**config.mk**
```make
export PLATFORM = sky130hd
export DESIGN_NAME = cyc_profiler
export DESIGN_NICKNAME = d
export VERILOG_FILES = /design/src/rtl/cycprof_pkg.sv /design/src/rtl/cycprof_counter.sv /design/src/rtl/cycprof_postscale.sv /design/src/rtl/cycprof_sync.sv /design/src/rtl/cyc_profiler.sv
export SDC_FILE = /design/constraint.sdc
export NUM_CORES = 1
export LEC_CHECK = 0
export ABC_AREA = 0
export BUFFER_PORTS_ARGS = -buffer_cell sky130_fd_sc_hd__buf_2
export CAP_MARGIN = 20
export CORE_AREA = 2 2 108 110
export CTS_BUF_LIST = sky130_fd_sc_hd__clkbuf_4 sky130_fd_sc_hd__clkbuf_8
export CTS_CLUSTER_SIZE = 16
export DETAILED_ROUTE_END_ITERATION = 7
export DIE_AREA = 0 0 110 112
export GPL_TIMING_DRIVEN = 0
export PLACE_DENSITY = 0.45
export SKIP_LAST_GASP = 1
export SYNTH_ARGS = -nofsm -noshare
export SYNTH_HDL_FRONTEND = slang
export SYNTH_HIERARCHICAL = 1
export SYNTH_SLANG_ARGS = --single-unit
```
**constraint.sdc**
```tcl
create_clock -name clk -period 5.8 [get_ports clk]
set_clock_uncertainty 0.15 [all_clocks]
set_input_delay 0.87 -clock clk [delete_from_list [all_inputs] [get_ports clk]]
set_output_delay 0.87 -clock clk [all_outputs]
set_load 0.03 [all_outputs]
```
**src/rtl/cycprof_pkg.sv**
```systemverilog
package cycprof_pkg;

    localparam int CNT_W      = 32;
    localparam int PS_W       = 4;
    localparam int SYNC_SEL_W = 2;

    // control word layout; postscaler sits directly above its preset
    localparam int EN_BIT   = 0;
    localparam int PRE_LSB  = EN_BIT + 1;
    localparam int PS_LSB   = PRE_LSB + PS_W;
    localparam int TSEL_BIT = PS_LSB + PS_W;
    localparam int SYNC_LSB = TSEL_BIT + 1;
    localparam int PCS_BIT  = SYNC_LSB + SYNC_SEL_W;
    localparam int CEV_BIT  = PCS_BIT + 1;

    typedef struct packed {
        logic                  cev_en;
        logic                  pcs_en;
        logic [SYNC_SEL_W-1:0] sync_sel;
        logic                  tap_sel;
        logic [PS_W-1:0]       preset;
        logic                  cnt_en;
    } ctrl_t;

endpackage

```
**src/rtl/cycprof_counter.sv**
```systemverilog
module cycprof_counter #(
    parameter int W = 32
) (
    input  logic         clk,
    input  logic         rst_n,
    input  logic         inc_en,
    input  logic         ld_en,
    input  logic [W-1:0] ld_val,
    output logic [W-1:0] cnt_q,
    output logic [W-1:0] flip
);
    localparam logic [W-1:0] ONE = {{(W-1){1'b0}}, 1'b1};

    typedef struct packed {
        logic [W-1:0] cnt;
    } st_t;

    st_t s_d, s_q;
    logic [W-1:0] plus1;

    always_comb begin
        plus1 = s_q.cnt + ONE;
        s_d   = s_q;
        flip  = '0;
        if (ld_en) begin
            s_d.cnt = ld_val;
        end else if (inc_en) begin
            s_d.cnt = plus1;
            flip    = s_q.cnt ^ plus1;
        end
    end

    always_ff @(posedge clk or negedge rst_n) begin
        if (!rst_n) s_q <= '0;
        else        s_q <= s_d;
    end

    assign cnt_q = s_q.cnt;
endmodule

```
**src/rtl/cycprof_postscale.sv**
```systemverilog
module cycprof_postscale #(
    parameter int PS_W = 4
) (
    input  logic            clk,
    input  logic            rst_n,
    input  logic            tap_evt,
    input  logic [PS_W-1:0] preset,
    input  logic            pcs_en,
    input  logic            cev_en,
    output logic [PS_W-1:0] ps_q,
    output logic            pc_req,
    output logic            cyc_evt
);
    localparam logic [PS_W-1:0] ONE = {{(PS_W-1){1'b0}}, 1'b1};

    typedef struct packed {
        logic [PS_W-1:0] ps;
        logic            pc;
        logic            cyc;
    } st_t;

    st_t  s_d, s_q;
    logic fire;

    always_comb begin
        s_d     = s_q;
        s_d.pc  = 1'b0;
        s_d.cyc = 1'b0;
        fire    = 1'b0;
        if (tap_evt) begin
            if (s_q.ps == '0) begin
                fire   = 1'b1;
                s_d.ps = preset;
            end else begin
                s_d.ps = s_q.ps - ONE;
            end
        end
        // sampling request outranks the plain cycle event
        if (fire) begin
            s_d.pc  = pcs_en;
            s_d.cyc = cev_en & ~pcs_en;
        end
    end

    always_ff @(posedge clk or negedge rst_n) begin
        if (!rst_n) s_q <= '0;
        else        s_q <= s_d;
    end

    assign ps_q    = s_q.ps;
    assign pc_req  = s_q.pc;
    assign cyc_evt = s_q.cyc;
endmodule

```
**src/rtl/cycprof_sync.sv**
```systemverilog
module cycprof_sync #(
    parameter int SEL_W = 2,
    localparam int NTAP = (1 << SEL_W) - 1
) (
    input  logic             clk,
    input  logic             rst_n,
    input  logic [NTAP-1:0]  tap_flip,
    input  logic [SEL_W-1:0] sel,
    output logic             pulse
);
    typedef struct packed {
        logic p;
    } st_t;

    st_t s_d, s_q;

    always_comb begin
        s_d   = s_q;
        s_d.p = 1'b0;
        for (int i = 1; i <= NTAP; i++) begin
            if (sel == SEL_W'(i)) s_d.p = tap_flip[i-1];
        end
    end

    always_ff @(posedge clk or negedge rst_n) begin
        if (!rst_n) s_q <= '0;
        else        s_q <= s_d;
    end

    assign pulse = s_q.p;
endmodule

```
**src/rtl/cyc_profiler.sv**
```systemverilog
module cyc_profiler
    import cycprof_pkg::*;
#(
    parameter int TAP_LO    = 6,
    parameter int TAP_HI    = 10,
    parameter int SYNC_BASE = 24,
    parameter int SYNC_STEP = 2
) (
    input  logic             clk,
    input  logic             rst_n,
    input  logic             core_halted,
    input  logic             reg_wr_en,
    input  logic             reg_sel,
    input  logic [CNT_W-1:0] reg_wdata,
    output logic [CNT_W-1:0] reg_rdata,
    output logic             pc_sample_req,
    output logic             cyc_event,
    output logic             sync_pulse
);
    localparam int NSYNC = (1 << SYNC_SEL_W) - 1;

    ctrl_t ctrl_d, ctrl_q;

    logic             cnt_wr, ctrl_wr, cnt_inc, tap_evt, cnt_en_w;
    logic [CNT_W-1:0] cnt_q, flip, ctrl_rb;
    logic [PS_W-1:0]  ps_q;
    logic [NSYNC-1:0] sync_flip;
    logic             unused_flip;

    assign cnt_wr   = reg_wr_en &  reg_sel;
    assign ctrl_wr  = reg_wr_en & ~reg_sel;
    assign cnt_en_w = ctrl_q.cnt_en;
    assign cnt_inc  = cnt_en_w & ~core_halted & ~cnt_wr;

    always_comb begin
        ctrl_d = ctrl_q;
        if (ctrl_wr) begin
            ctrl_d.cnt_en   = reg_wdata[EN_BIT];
            ctrl_d.preset   = reg_wdata[PRE_LSB +: PS_W];
            ctrl_d.tap_sel  = reg_wdata[TSEL_BIT];
            ctrl_d.sync_sel = reg_wdata[SYNC_LSB +: SYNC_SEL_W];
            ctrl_d.pcs_en   = reg_wdata[PCS_BIT];
            ctrl_d.cev_en   = reg_wdata[CEV_BIT];
        end
    end

    always_ff @(posedge clk or negedge rst_n) begin
        if (!rst_n) ctrl_q <= '0;
        else        ctrl_q <= ctrl_d;
    end

    always_comb begin
        ctrl_rb                           = '0;
        ctrl_rb[EN_BIT]                   = ctrl_q.cnt_en;
        ctrl_rb[PRE_LSB +: PS_W]          = ctrl_q.preset;
        ctrl_rb[PS_LSB +: PS_W]           = ps_q;
        ctrl_rb[TSEL_BIT]                 = ctrl_q.tap_sel;
        ctrl_rb[SYNC_LSB +: SYNC_SEL_W]   = ctrl_q.sync_sel;
        ctrl_rb[PCS_BIT]                  = ctrl_q.pcs_en;
        ctrl_rb[CEV_BIT]                  = ctrl_q.cev_en;
        reg_rdata = reg_sel ? cnt_q : ctrl_rb;
    end

    cycprof_counter #(.W(CNT_W)) u_cnt (
        .clk    (clk),
        .rst_n  (rst_n),
        .inc_en (cnt_inc),
        .ld_en  (cnt_wr),
        .ld_val (reg_wdata),
        .cnt_q  (cnt_q),
        .flip   (flip)
    );

    assign tap_evt     = ctrl_q.tap_sel ? flip[TAP_HI] : flip[TAP_LO];
    assign unused_flip = ^flip;

    cycprof_postscale #(.PS_W(PS_W)) u_ps (
        .clk     (clk),
        .rst_n   (rst_n),
        .tap_evt (tap_evt),
        .preset  (ctrl_q.preset),
        .pcs_en  (ctrl_q.pcs_en),
        .cev_en  (ctrl_q.cev_en),
        .ps_q    (ps_q),
        .pc_req  (pc_sample_req),
        .cyc_evt (cyc_event)
    );

    for (genvar g = 0; g < NSYNC; g++) begin : g_sync_tap
        assign sync_flip[g] = flip[SYNC_BASE + g * SYNC_STEP];
    end

    cycprof_sync #(.SEL_W(SYNC_SEL_W)) u_sync (
        .clk      (clk),
        .rst_n    (rst_n),
        .tap_flip (sync_flip),
        .sel      (ctrl_q.sync_sel),
        .pulse    (sync_pulse)
    );
endmodule

```
==> impl_summary.txt, run 1 <==
----------------------------------------------------
[Run status]
  Run status ... completed

[Detailed routing]
  DR WL met2 ... 4610 µm
  Routed WL ... 9780 µm
  DR vias ... 2,806
  TritonRoute pass-1 iters ... 4
  Via/cell ratio ... 5.08
  DRC errors left ... 0
  Met3 wire len ... 462 µm
  Drt first-iter violations ... 142
  Routed length on met1 ... 4580 µm
  Highest Signal Layer ... met4
  Routed wire length per instance ... about 18 µm
  Antenna viol nets, final ... 0

[Setup path]
  Signal arrival time at the worst endpoint ... 3210 ps
  CP Cell Sequence ... buf_6, and2_1, nor3b_1, buf_6, and4_1, clkbuf_1, nand3_1, nor2_1, mux2_2, nand2_1, nor4b_1
  Family of cells with the greatest summed delay on the critical path ... simple AND/OR/NAND/NOR gates
  CP dominant cell by count ... sky130_fd_sc_hd__buf_6
  Worst EP required ... around 6000 ps
  Worst setup EP type ... flop
  Critical-path maximum fanout ... 9
  Startpoint Class ... input port
  Class of the most critical setup path ... input port to flop
  Critical path buffers and inverters ... 3
  Cell type of the slowest stage on the worst timing path ... sky130_fd_sc_hd__nor4b_1
  Register-to-register setup slack ... 3150 ps
  Largest incremental delay on the critical path ... between 300 and 400 ps

[Power and ir drop]
  Sequential cell fraction of total power ... 0.488
  Comb pwr share ... 0.279
  Total power after layout ... roughly 0.00091 W
  Switching power total ... 0.000338 W
  Switching share of power ... 0.370
  Internal power component ... 0.000575 W
  Maximum VDD drop ... 0.122 mV
  Power density over the cells ... around 240 nW/µm²
  Static leakage ... 1.57 nW
  Fraction of power consumed by the clock network ... 0.234

[Logic synthesis]
  YS warnings ... 6
  Netlist area before placement ... 3130 µm²
  Post-synthesis cell count ... 330
  Avg Synthesized Cell Area ... roughly 9.5 µm²
  Synthesized net count ... 369

[Clock network]
  H-tree depth ... 2
  TritonCTS Buffers ... 5
  Insertion delay of the later-clocked pin in the worst-skew pair ... 310 ps
  Postcts setup bufs ... 0
  Reg clk slew, reported paths ... ~100 ps
  Hold_buf cts ... 0
  Clock Root Buffer ... sky130_fd_sc_hd__clkbuf_8
  Clock net sink count ... slightly below 50
  Clock tree from TritonCTS ... yes
  PostCTS Resize Cnt ... 0
  Maximum clock insertion buffer count ... 2

[Floorplan]
  Top Ports ... 72
  Die width ... 110 µm
  Effective utilization at floorplan ... 0.280
  Total Die Area ... 12,300 µm²
  Number of placement rows ... 39
  Die Y ... 112 µm
  Placeable core region ... 11,200 µm²

[Placement]
  Final HPWL DP ... about 7300 µm
  Placed inst area ... 3680 µm²
  Gp weighted congestion ... between 0.8 and 0.9
  PortBufs ... 70

[GRT]
  Via count of the first global-routing pass ... 2,680
  Combined global-route utilization of all metal layers ... 0.162
  First-pass GRT wire length ... 15,200 µm
  Pin count of the biggest net entering global routing ... 30
  Number of antenna violations at the first check in global routing ... 0
  Total global routing overflow ... 0

[Final layout]
  Inserted Diodes ... 0
  Final net count ... 447
  Ratio of cells with drive above 1 in the final layout ... 0.291
  Area growth syn-to-layout ... 20.3%
  Number of inserted filler cells in the final layout ... 1,195
  Leading cell types in the layout, fill and taps excluded ... 72 x sky130_fd_sc_hd__buf_2, 49 x sky130_fd_sc_hd__dfrtp_1, 39 x sky130_fd_sc_hd__nand2_1, 21 x sky130_fd_sc_hd__and2_1, 20 x sky130_fd_sc_hd__o21ai_0
  Area taken by flip-flops and latches ... 1230 µm²
  Final core area utilization ... 0.337
  Finished Cell Area ... 3770 µm²
  Commonest non-fill, non-tap cell in the layout ... sky130_fd_sc_hd__buf_2
  Footprint of the multi-input gates ... 1770 µm²

[Timing]
  Final worst path period need ... 3160 ps
  Total of endpoints with negative setup slack in the final report ... 0
  RSZ-0062 raised after global routing ... no
  Slew @ Worst Pin ... just over 600 ps
  Total negative slack for setup checks ... 0 ps
  Achievable frequency ... 317 MHz
  Remaining max-slew budget at the tightest pin ... 0.585
  Max-slew violation total from the final report ... 0
  Final worst path period share ... 0.545
  Hold Vio Cnt, Final ... 0

[Worst hold path]
  Tightest Hold Check Type ... flop to flop

[Run]
  Number of maximum-capacitance violations ... 0

----------------------------------------------------
[final timing paths]
path,from,endpoint,cells past startpoint
max,reg_sel,u_ps/pc_req,11
min,ctrl_q[7],u_sync/pulse,1
max reg2reg,cnt_en_w,u_ps/pc_req,9
min reg2reg,ctrl_q[7],u_sync/pulse,1
max in group asynchronous,rst_n,u_cnt/cnt_q[3],2
min in group asynchronous,rst_n,u_cnt/cnt_q[10],1
[sequential cells by signal, summed over array words and instances (netlist names)]
| name | count |
|---|---|
| u_sync/pulse | 1 |
| u_ps/ps_q | 4 |
| ctrl_q | 9 |
| u_ps/pc_req | 1 |
| u_cnt/cnt_q | 32 |
| u_ps/cyc_evt | 1 |
| cnt_en_w | 1 |
[power by group through the flow]
stage | clock (W) | sequential, W | combinational (W)
after floorplan | 0 | 0.000430 | 0.000184
after global placement | 0 | 0.000452 | 0.000253
after detailed placement | 0 | 0.000453 | 0.000256
after CTS | 0.000221 | 0.000446 | 0.000258
after global routing | 0.000232 | 0.000455 | 0.000280
final | 0.000213 | 0.000445 | 0.000254
[stage by stage]
stage	std cells	hold slack [ps]	setup slack [ps]
floorplan	330	318	2790
global placement	543	353	2350
detailed placement	544	362	2290
CTS	552	383	2620
global route	552	408	2460
finish	552	370	2640
[routing by layer]
| layer | vias up | track usage |
|---|---|---|
| met4 | 0 | 0.0380 |
| met2 | 82 | 0.261 |
| met1 | 1346 | 0.226 |
| met5 | - | 0 |
| met3 | 10 | 0.0252 |
| li1 | 1368 | - |
[layout make-up]
type / instances / share of cell area
multi-input combinational: 255 / 0.469
sequential: 49 / 0.325
timing repair buffer: 71 / 0.0982
tap: 143 / 0.0475
buffer: 20 / 0.0315
clock buffer: 5 / 0.0183
inverter: 6 / 0.00597
clock inverter: 3 / 0.00465
[worst register-to-register path, stage by stage (launching register included)]
cell	delay, ps
sky130_fd_sc_hd__dfrtp_1	380
sky130_fd_sc_hd__nor3b_1	240
sky130_fd_sc_hd__buf_6	180
sky130_fd_sc_hd__and4_1	190
sky130_fd_sc_hd__clkbuf_1	250
sky130_fd_sc_hd__nand3_1	230
sky130_fd_sc_hd__nor2_1	170
sky130_fd_sc_hd__mux2_2	280
sky130_fd_sc_hd__nand2_1	140
sky130_fd_sc_hd__nor4b_1	340
Note: power is estimated with default switching activity, not from simulation.
==> run 2: changes to the inputs <==
ABC_AREA = 1   (was 0)
CORE_AREA = 2 2 115 117   (was 2 2 108 110)
DIE_AREA = 0 0 117 119   (was 0 0 110 112)
PLACE_DENSITY = 0.46   (was 0.45)
clock period = 2.9 ns   (was 5.8 ns; I/O delays follow)
==> run 2 against run 1 <==
  * Non-clock buffer count down 5
  * Sequential share of layout area down 3.9 points
  * Flip-flop and latch count unchanged
  * Highest routed layer unchanged
  * Final cell count is 45% higher
  * Core utilization is 0.44 points lower
  * Hold slack worse by 200 ps
==> impl_summary.txt, run 2 <==
----------------------------------------------------
[Timing]
  Hold Vio Cnt, Final ... 0
  Max-slew violation total from the final report ... 0
  Final worst path period need ... 2610 ps
  Achievable frequency ... ~380 MHz
  Final worst path period share ... 0.898
  Remaining max-slew budget at the tightest pin ... 0.511
  Total negative slack for setup checks ... 0 ps
  Post-route setup slack ... about 290 ps
  RSZ-0062 raised after global routing ... no
  Slew @ Worst Pin ... 734 ps
  Total of endpoints with negative setup slack in the final report ... 0

[Clock network]
  Postcts setup bufs ... 0
  Insertion delay of the later-clocked pin in the worst-skew pair ... approximately 330 ps
  Maximum clock insertion buffer count ... 2
  TritonCTS Buffers ... 5
  Reg clk slew, reported paths ... 110 ps
  H-tree depth ... 2
  Clock tree from TritonCTS ... yes
  Clock net sink count ... 49
  Clock Root Buffer ... sky130_fd_sc_hd__clkbuf_8

[Final layout]
  Commonest non-fill, non-tap cell in the layout ... sky130_fd_sc_hd__nand2_1
  Ratio of cells with drive above 1 in the final layout ... 0.216
  Max reg flops ... 32
  Count of placed standard cells in the final layout, fillers left out ... 800
  Inserted Diodes ... 0
  Leading cell types in the layout, fill and taps excluded ... 219 x sky130_fd_sc_hd__nand2_1, 76 x sky130_fd_sc_hd__inv_1, 73 x sky130_fd_sc_hd__buf_2, 64 x sky130_fd_sc_hd__nand3_1, 52 x sky130_fd_sc_hd__nor2_1
  Area growth syn-to-layout ... 19.5%
  Final net count ... between 600 and 700

[Floorplan]
  Placeable core region ... 12,900 µm²
  Total Die Area ... ~14,000 µm²
  Effective utilization at floorplan ... 0.279
  Number of placement rows ... 42
  Die Y ... 119 µm
  Die width ... about 120 µm
  Top Ports ... 72

[Power and ir drop]
  Switching power total ... roughly 0.0007 W
  Maximum VDD drop ... 0.136 mV
  Sequential cell fraction of total power ... 0.475
  Power density over the cells ... around 430 nW/µm²
  Switching share of power ... 0.390
  Fraction of power consumed by the clock network ... 0.251
  Comb pwr share ... 0.274
  Internal power component ... roughly 0.0011 W
  Total power after layout ... 0.00184 W
  Static leakage ... 2.41 nW

[Detailed routing]
  Routed WL ... 11,400 µm
  Antenna viol nets, final ... 0
  DRC errors left ... 0
  DR vias ... 3,511
  TritonRoute pass-1 iters ... 4
  Drt first-iter violations ... 233
  Via/cell ratio ... approximately 4.4
  Routed wire length per instance ... 14.3 µm

[Setup path]
  R2r worst-path depth ... 13
  Worst EP required ... between 2000 and 3000 ps
  Class of the most critical setup path ... flop to flop
  RR Endpoint ... u_ps/ps_q[2]
  Worst R2R Start ... cnt_en_w
  Register-to-register setup slack ... approximately 290 ps
  Signal arrival time at the worst endpoint ... 2700 ps
  Critical-path maximum fanout ... 7
  Worst setup EP type ... flop
  Startpoint Class ... flop
  Critical path capture point ... u_ps/ps_q[2]
  Launching instance or port of the critical path ... cnt_en_w

[GRT]
  Via count of the first global-routing pass ... 3,573
  Pin count of the biggest net entering global routing ... 28
  Total global routing overflow ... 0
  Combined global-route utilization of all metal layers ... 0.177
  First-pass GRT wire length ... 18,800 µm
  Number of antenna violations at the first check in global routing ... 0

[Placement]
  Gp weighted congestion ... between 0.9 and 1
  Post-Place Cells ... 791
  Final HPWL DP ... ~9000 µm
  PortBufs ... 70
  Worst setup slack after placement ... -494 ps

[Run status]
  Run status ... completed

[Logic synthesis]
  Avg Synthesized Cell Area ... 6.59 µm²
  YS warnings ... 6
  Synthesized net count ... approximately 600
  Netlist area before placement ... about 3600 µm²
  Post-synthesis cell count ... 544

[Worst hold path]
  HP Start ... reg_wdata[19]
  Tightest Hold Check Type ... input port to flop

[Run]
  Number of maximum-capacitance violations ... 0

----------------------------------------------------
-- run 2: cell count changes in the layout (fill, tap and decap cells not counted), moves of 9 or more --
cell                      delta
sky130_fd_sc_hd__inv_1      +70
sky130_fd_sc_hd__and2_1     -21
sky130_fd_sc_hd__nor2_1     +34
sky130_fd_sc_hd__nand4_1    -18
sky130_fd_sc_hd__and4_1     -12
sky130_fd_sc_hd__mux2_4     -10
sky130_fd_sc_hd__o21ai_0    -17
sky130_fd_sc_hd__nand2_1   +180
sky130_fd_sc_hd__or3_1       -9
sky130_fd_sc_hd__nand3_1    +53
sky130_fd_sc_hd__mux2_2     -12
sky130_fd_sc_hd__xnor2_1     -9
-- run 2: metal layers --
metal	global-route usage	wire, µm
met1	0.245	5560
met2	0.288	5290
met3	0.0249	437
met4	0.0515	142
met5	0	0
-- run 2: cell type report --
cell class	count	area [µm²]
inverter	83	319
fill	1458	8590
multi-input combinational	398	1940
buffer	14	106
sequential	49	1230
clock inverter	2	13.8
clock buffer	6	82.6
timing repair buffer	72	380
tap	176	220
-- run 2: power groups by stage --
stage | Sequential, W | Clock (W) | Combinational (W)
2_1_floorplan | 0.000846 | 0 | 0.000354
3_3_place_gp | 0.000887 | 0 | 0.000497
3_5_place_dp | 0.000887 | 0 | 0.000506
4_1_cts | 0.000874 | 0.000488 | 0.000510
5_1_grt | 0.000890 | 0.000505 | 0.000566
6_report | 0.000873 | 0.000461 | 0.000504
-- run 2: worst max-delay path, stage by stage (launching register included) --
cell and delay (ps):
sky130_fd_sc_hd__dfrtp_1 380, sky130_fd_sc_hd__nand2_1 70, sky130_fd_sc_hd__nor2_2 430, sky130_fd_sc_hd__nand2_4 190, sky130_fd_sc_hd__nor2_8 210, sky130_fd_sc_hd__nand2_4 90, sky130_fd_sc_hd__inv_1 60, sky130_fd_sc_hd__inv_1 30
sky130_fd_sc_hd__o21ai_1 430, sky130_fd_sc_hd__inv_2 140, sky130_fd_sc_hd__nor2_1 110, sky130_fd_sc_hd__nand2_1 70, sky130_fd_sc_hd__o21ai_1 80, sky130_fd_sc_hd__inv_1 50
-- run 2: repair_timing --
item                                   CTS  global route
setup endpoints to repair                6             1
gates resized for setup                  1             1
hold buffers                             1             0
pin swaps                                0             0
endpoints found under the hold margin   22             0
-- run 2: how the worst min path moves through the flow --
stage / to / slack [ps] / cells after the start
after floorplan: cnt_en_w / -10 / 0
after global placement: ctrl_q[9] / 330 / 2
after detailed placement: ctrl_q[4] / 340 / 2
after CTS: u_cnt/cnt_q[19] / 150 / 3
after global routing: u_cnt/cnt_q[31] / 170 / 3
final: u_cnt/cnt_q[19] / 170 / 3
-- run 2: per-stage QoR --
stage | utilization | hold slack [ps] | area (µm²)
finish | 0.333 | 167 | 4290
global route | 0.333 | 166 | 4290
CTS | 0.333 | 147 | 4290
detailed placement | 0.324 | 336 | 4180
global placement | 0.323 | 332 | 4160
floorplan | - | -10.6 | 3590
==> run 3: changes to the inputs <==
PLACE_DENSITY = 0.45   (was 0.46)
clock period = 2.71 ns   (was 2.9 ns; I/O delays follow)
==> run 3 against run 2 <==
  * Register-to-register slack gained 20 ps
  * Critical path type unchanged
  * Critical path depth is the same
  * Highest routed layer unchanged
  * Wire length rose by 0.91%
  * Clock power up 28%
==> impl_summary.txt, run 3 (synthesis results as in run 2) <==
----------------------------------------------------
[Setup path]
  Largest incremental delay on the critical path ... 430 ps
  Family of cells with the greatest summed delay on the critical path ... simple AND/OR/NAND/NOR gates
  Critical-path maximum fanout ... 7
  CP Cell Sequence ... nand2_1, nor2_4, nand2_4, nor2_8, nand2_4, inv_1, inv_1, o21ai_1, inv_2, nor2_1, nand2_1, o21ai_1, inv_1
  Class of the most critical setup path ... flop to flop
  Startpoint Class ... flop
  Cell type of the slowest stage on the worst timing path ... sky130_fd_sc_hd__o21ai_1
  Critical path buffers and inverters ... 4
  Worst setup EP type ... flop
  Launching instance or port of the critical path ... cnt_en_w
  Worst EP required ... 2790 ps
  Signal arrival time at the worst endpoint ... about 2500 ps
  Worst R2R Start ... cnt_en_w
  CP dominant cell by count ... sky130_fd_sc_hd__inv_1

[Timing]
  Total of endpoints with negative setup slack in the final report ... 0
  Slew @ Worst Pin ... 743 ps
  Final worst path period need ... 2400 ps
  Total negative slack for setup checks ... 0 ps
  Hold Vio Cnt, Final ... 0
  Final worst path period share ... 0.885
  Achievable frequency ... 417 MHz
  Remaining max-slew budget at the tightest pin ... 0.505
  RSZ-0062 raised after global routing ... no
  Max-slew violation total from the final report ... 0

[Clock network]
  Postcts setup bufs ... 0
  Clock Root Buffer ... sky130_fd_sc_hd__clkbuf_8
  Reg clk slew, reported paths ... 100 ps
  H-tree depth ... 2
  Clock net sink count ... 49
  Maximum clock insertion buffer count ... 2
  TritonCTS Buffers ... 5
  Insertion delay of the later-clocked pin in the worst-skew pair ... 330 ps
  Clock tree from TritonCTS ... yes

[Floorplan]
  Die width ... 117 µm
  Total Die Area ... approximately 14,000 µm²
  Effective utilization at floorplan ... 0.279
  Number of placement rows ... 42
  Placeable core region ... 12,900 µm²
  Die Y ... 119 µm
  Top Ports ... 72

[Placement]
  Post-Place Cells ... 791
  Final HPWL DP ... 8990 µm
  PortBufs ... 70
  Gp weighted congestion ... 0.857

[Detailed routing]
  Antenna viol nets, final ... 0
  Drt first-iter violations ... about 240
  Routed WL ... 11,500 µm
  DR vias ... approximately 3,500
  Routed wire length per instance ... 14.4 µm
  DRC errors left ... 0
  Via/cell ratio ... 4.43
  TritonRoute pass-1 iters ... 6

[Power and ir drop]
  Maximum VDD drop ... 0.163 mV
  Static leakage ... 2.42 nW
  Power density over the cells ... roughly 480 nW/µm²

[Worst hold path]
  Tightest Hold Check Type ... input port to flop
  HP Start ... reg_wdata[19]

[GRT]
  Combined global-route utilization of all metal layers ... 0.179
  Number of antenna violations at the first check in global routing ... 0
  Total global routing overflow ... 0
  Via count of the first global-routing pass ... 3,551
  First-pass GRT wire length ... 19,100 µm
  Pin count of the biggest net entering global routing ... 30

[Final layout]
  Commonest non-fill, non-tap cell in the layout ... sky130_fd_sc_hd__nand2_1
  Max reg flops ... 32
  Leading cell types in the layout, fill and taps excluded ... 219 x sky130_fd_sc_hd__nand2_1, 76 x sky130_fd_sc_hd__inv_1, 73 x sky130_fd_sc_hd__buf_2, 64 x sky130_fd_sc_hd__nand3_1, 52 x sky130_fd_sc_hd__nor2_1
  Area growth syn-to-layout ... 20.3%
  Final core area utilization ... 0.335
  Ratio of cells with drive above 1 in the final layout ... 0.216
  Count of placed standard cells in the final layout, fillers left out ... 800
  Final net count ... 662
  Inserted Diodes ... 0

[Run]
  Number of maximum-capacitance violations ... 0

[Run status]
  Run status ... completed

----------------------------------------------------
-- run 3: cell types whose count changed in the layout (fill, tap and decap cells not counted), sizes merged --
cell	change
clkbuf	+1
clkinv	-2
bufinv	+1
-- run 3: layout make-up --
| type | count | area (µm²) |
|---|---|---|
| Tap cell | 176 | 220 |
| Inverter | 83 | 319 |
| Clock buffer | 7 | 90.1 |
| Buffer | 14 | 106 |
| Sequential cell | 49 | 1230 |
| Timing Repair Buffer | 72 | 380 |
| Clock inverter | 1 | 30.0 |
| Fill cell | 1456 | 8560 |
| Multi-Input combinational cell | 398 | 1940 |
-- run 3: what timing repair did --
action	CTS	global route
setup endpoints to repair	6	1
hold buffers	1	0
hold endpoints to repair	20	0
gates resized for setup	2	1
-- run 3: tightest hold or removal path: stages --
cell                      delay, ps
sky130_fd_sc_hd__buf_2           70
sky130_fd_sc_hd__nand2_1         40
sky130_fd_sc_hd__nand3_1         60
-- run 3: power breakdown --
| group | switching (W) | leakage [nW] | internal (W) | total [W] |
|---|---|---|---|---|
| logic | 0.000365 | 1.75 | 0.000177 | 0.000542 |
| clock network | 0.000278 | 0.0619 | 0.000312 | 0.000590 |
| registers | 0.000119 | 0.609 | 0.000815 | 0.000934 |
-- run 3: final timing paths --
path	endpoint	slack (ps)	depth (start not counted)
worst max-delay path	u_ps/ps_q[2]	310	13
max in group asynchronous	u_cnt/cnt_q[24]	1400	3
worst min-delay path	u_cnt/cnt_q[19]	140	3
worst max register to register	u_ps/ps_q[2]	310	13
min in group asynchronous	u_ps/ps_q[0]	440	2
worst min register to register	ctrl_q[8]	350	2
-- run 3: metal layers --
metal  global-route usage  vias up  share of wire
met3               0.0260       12          0.043
met2                0.286       94           0.46
li1                     -     1821              -
met1                0.245     1614           0.47
met4               0.0596        0          0.019
met5                    0        -              0
-- run 3: per-stage QoR --
step / total power (W) / setup WS [ps] / cell area, µm² / hold WS [ps]
finish: 0.00207 / 313 / 4320 / 135
global route: 0.00222 / 97.5 / 4320 / 131
CTS: 0.00210 / 122 / 4310 / 119
detailed placement: 0.00149 / -642 / 4180 / 268
global placement: 0.00148 / -624 / 4160 / 333
floorplan: 0.00128 / 168 / 3590 / -39.1
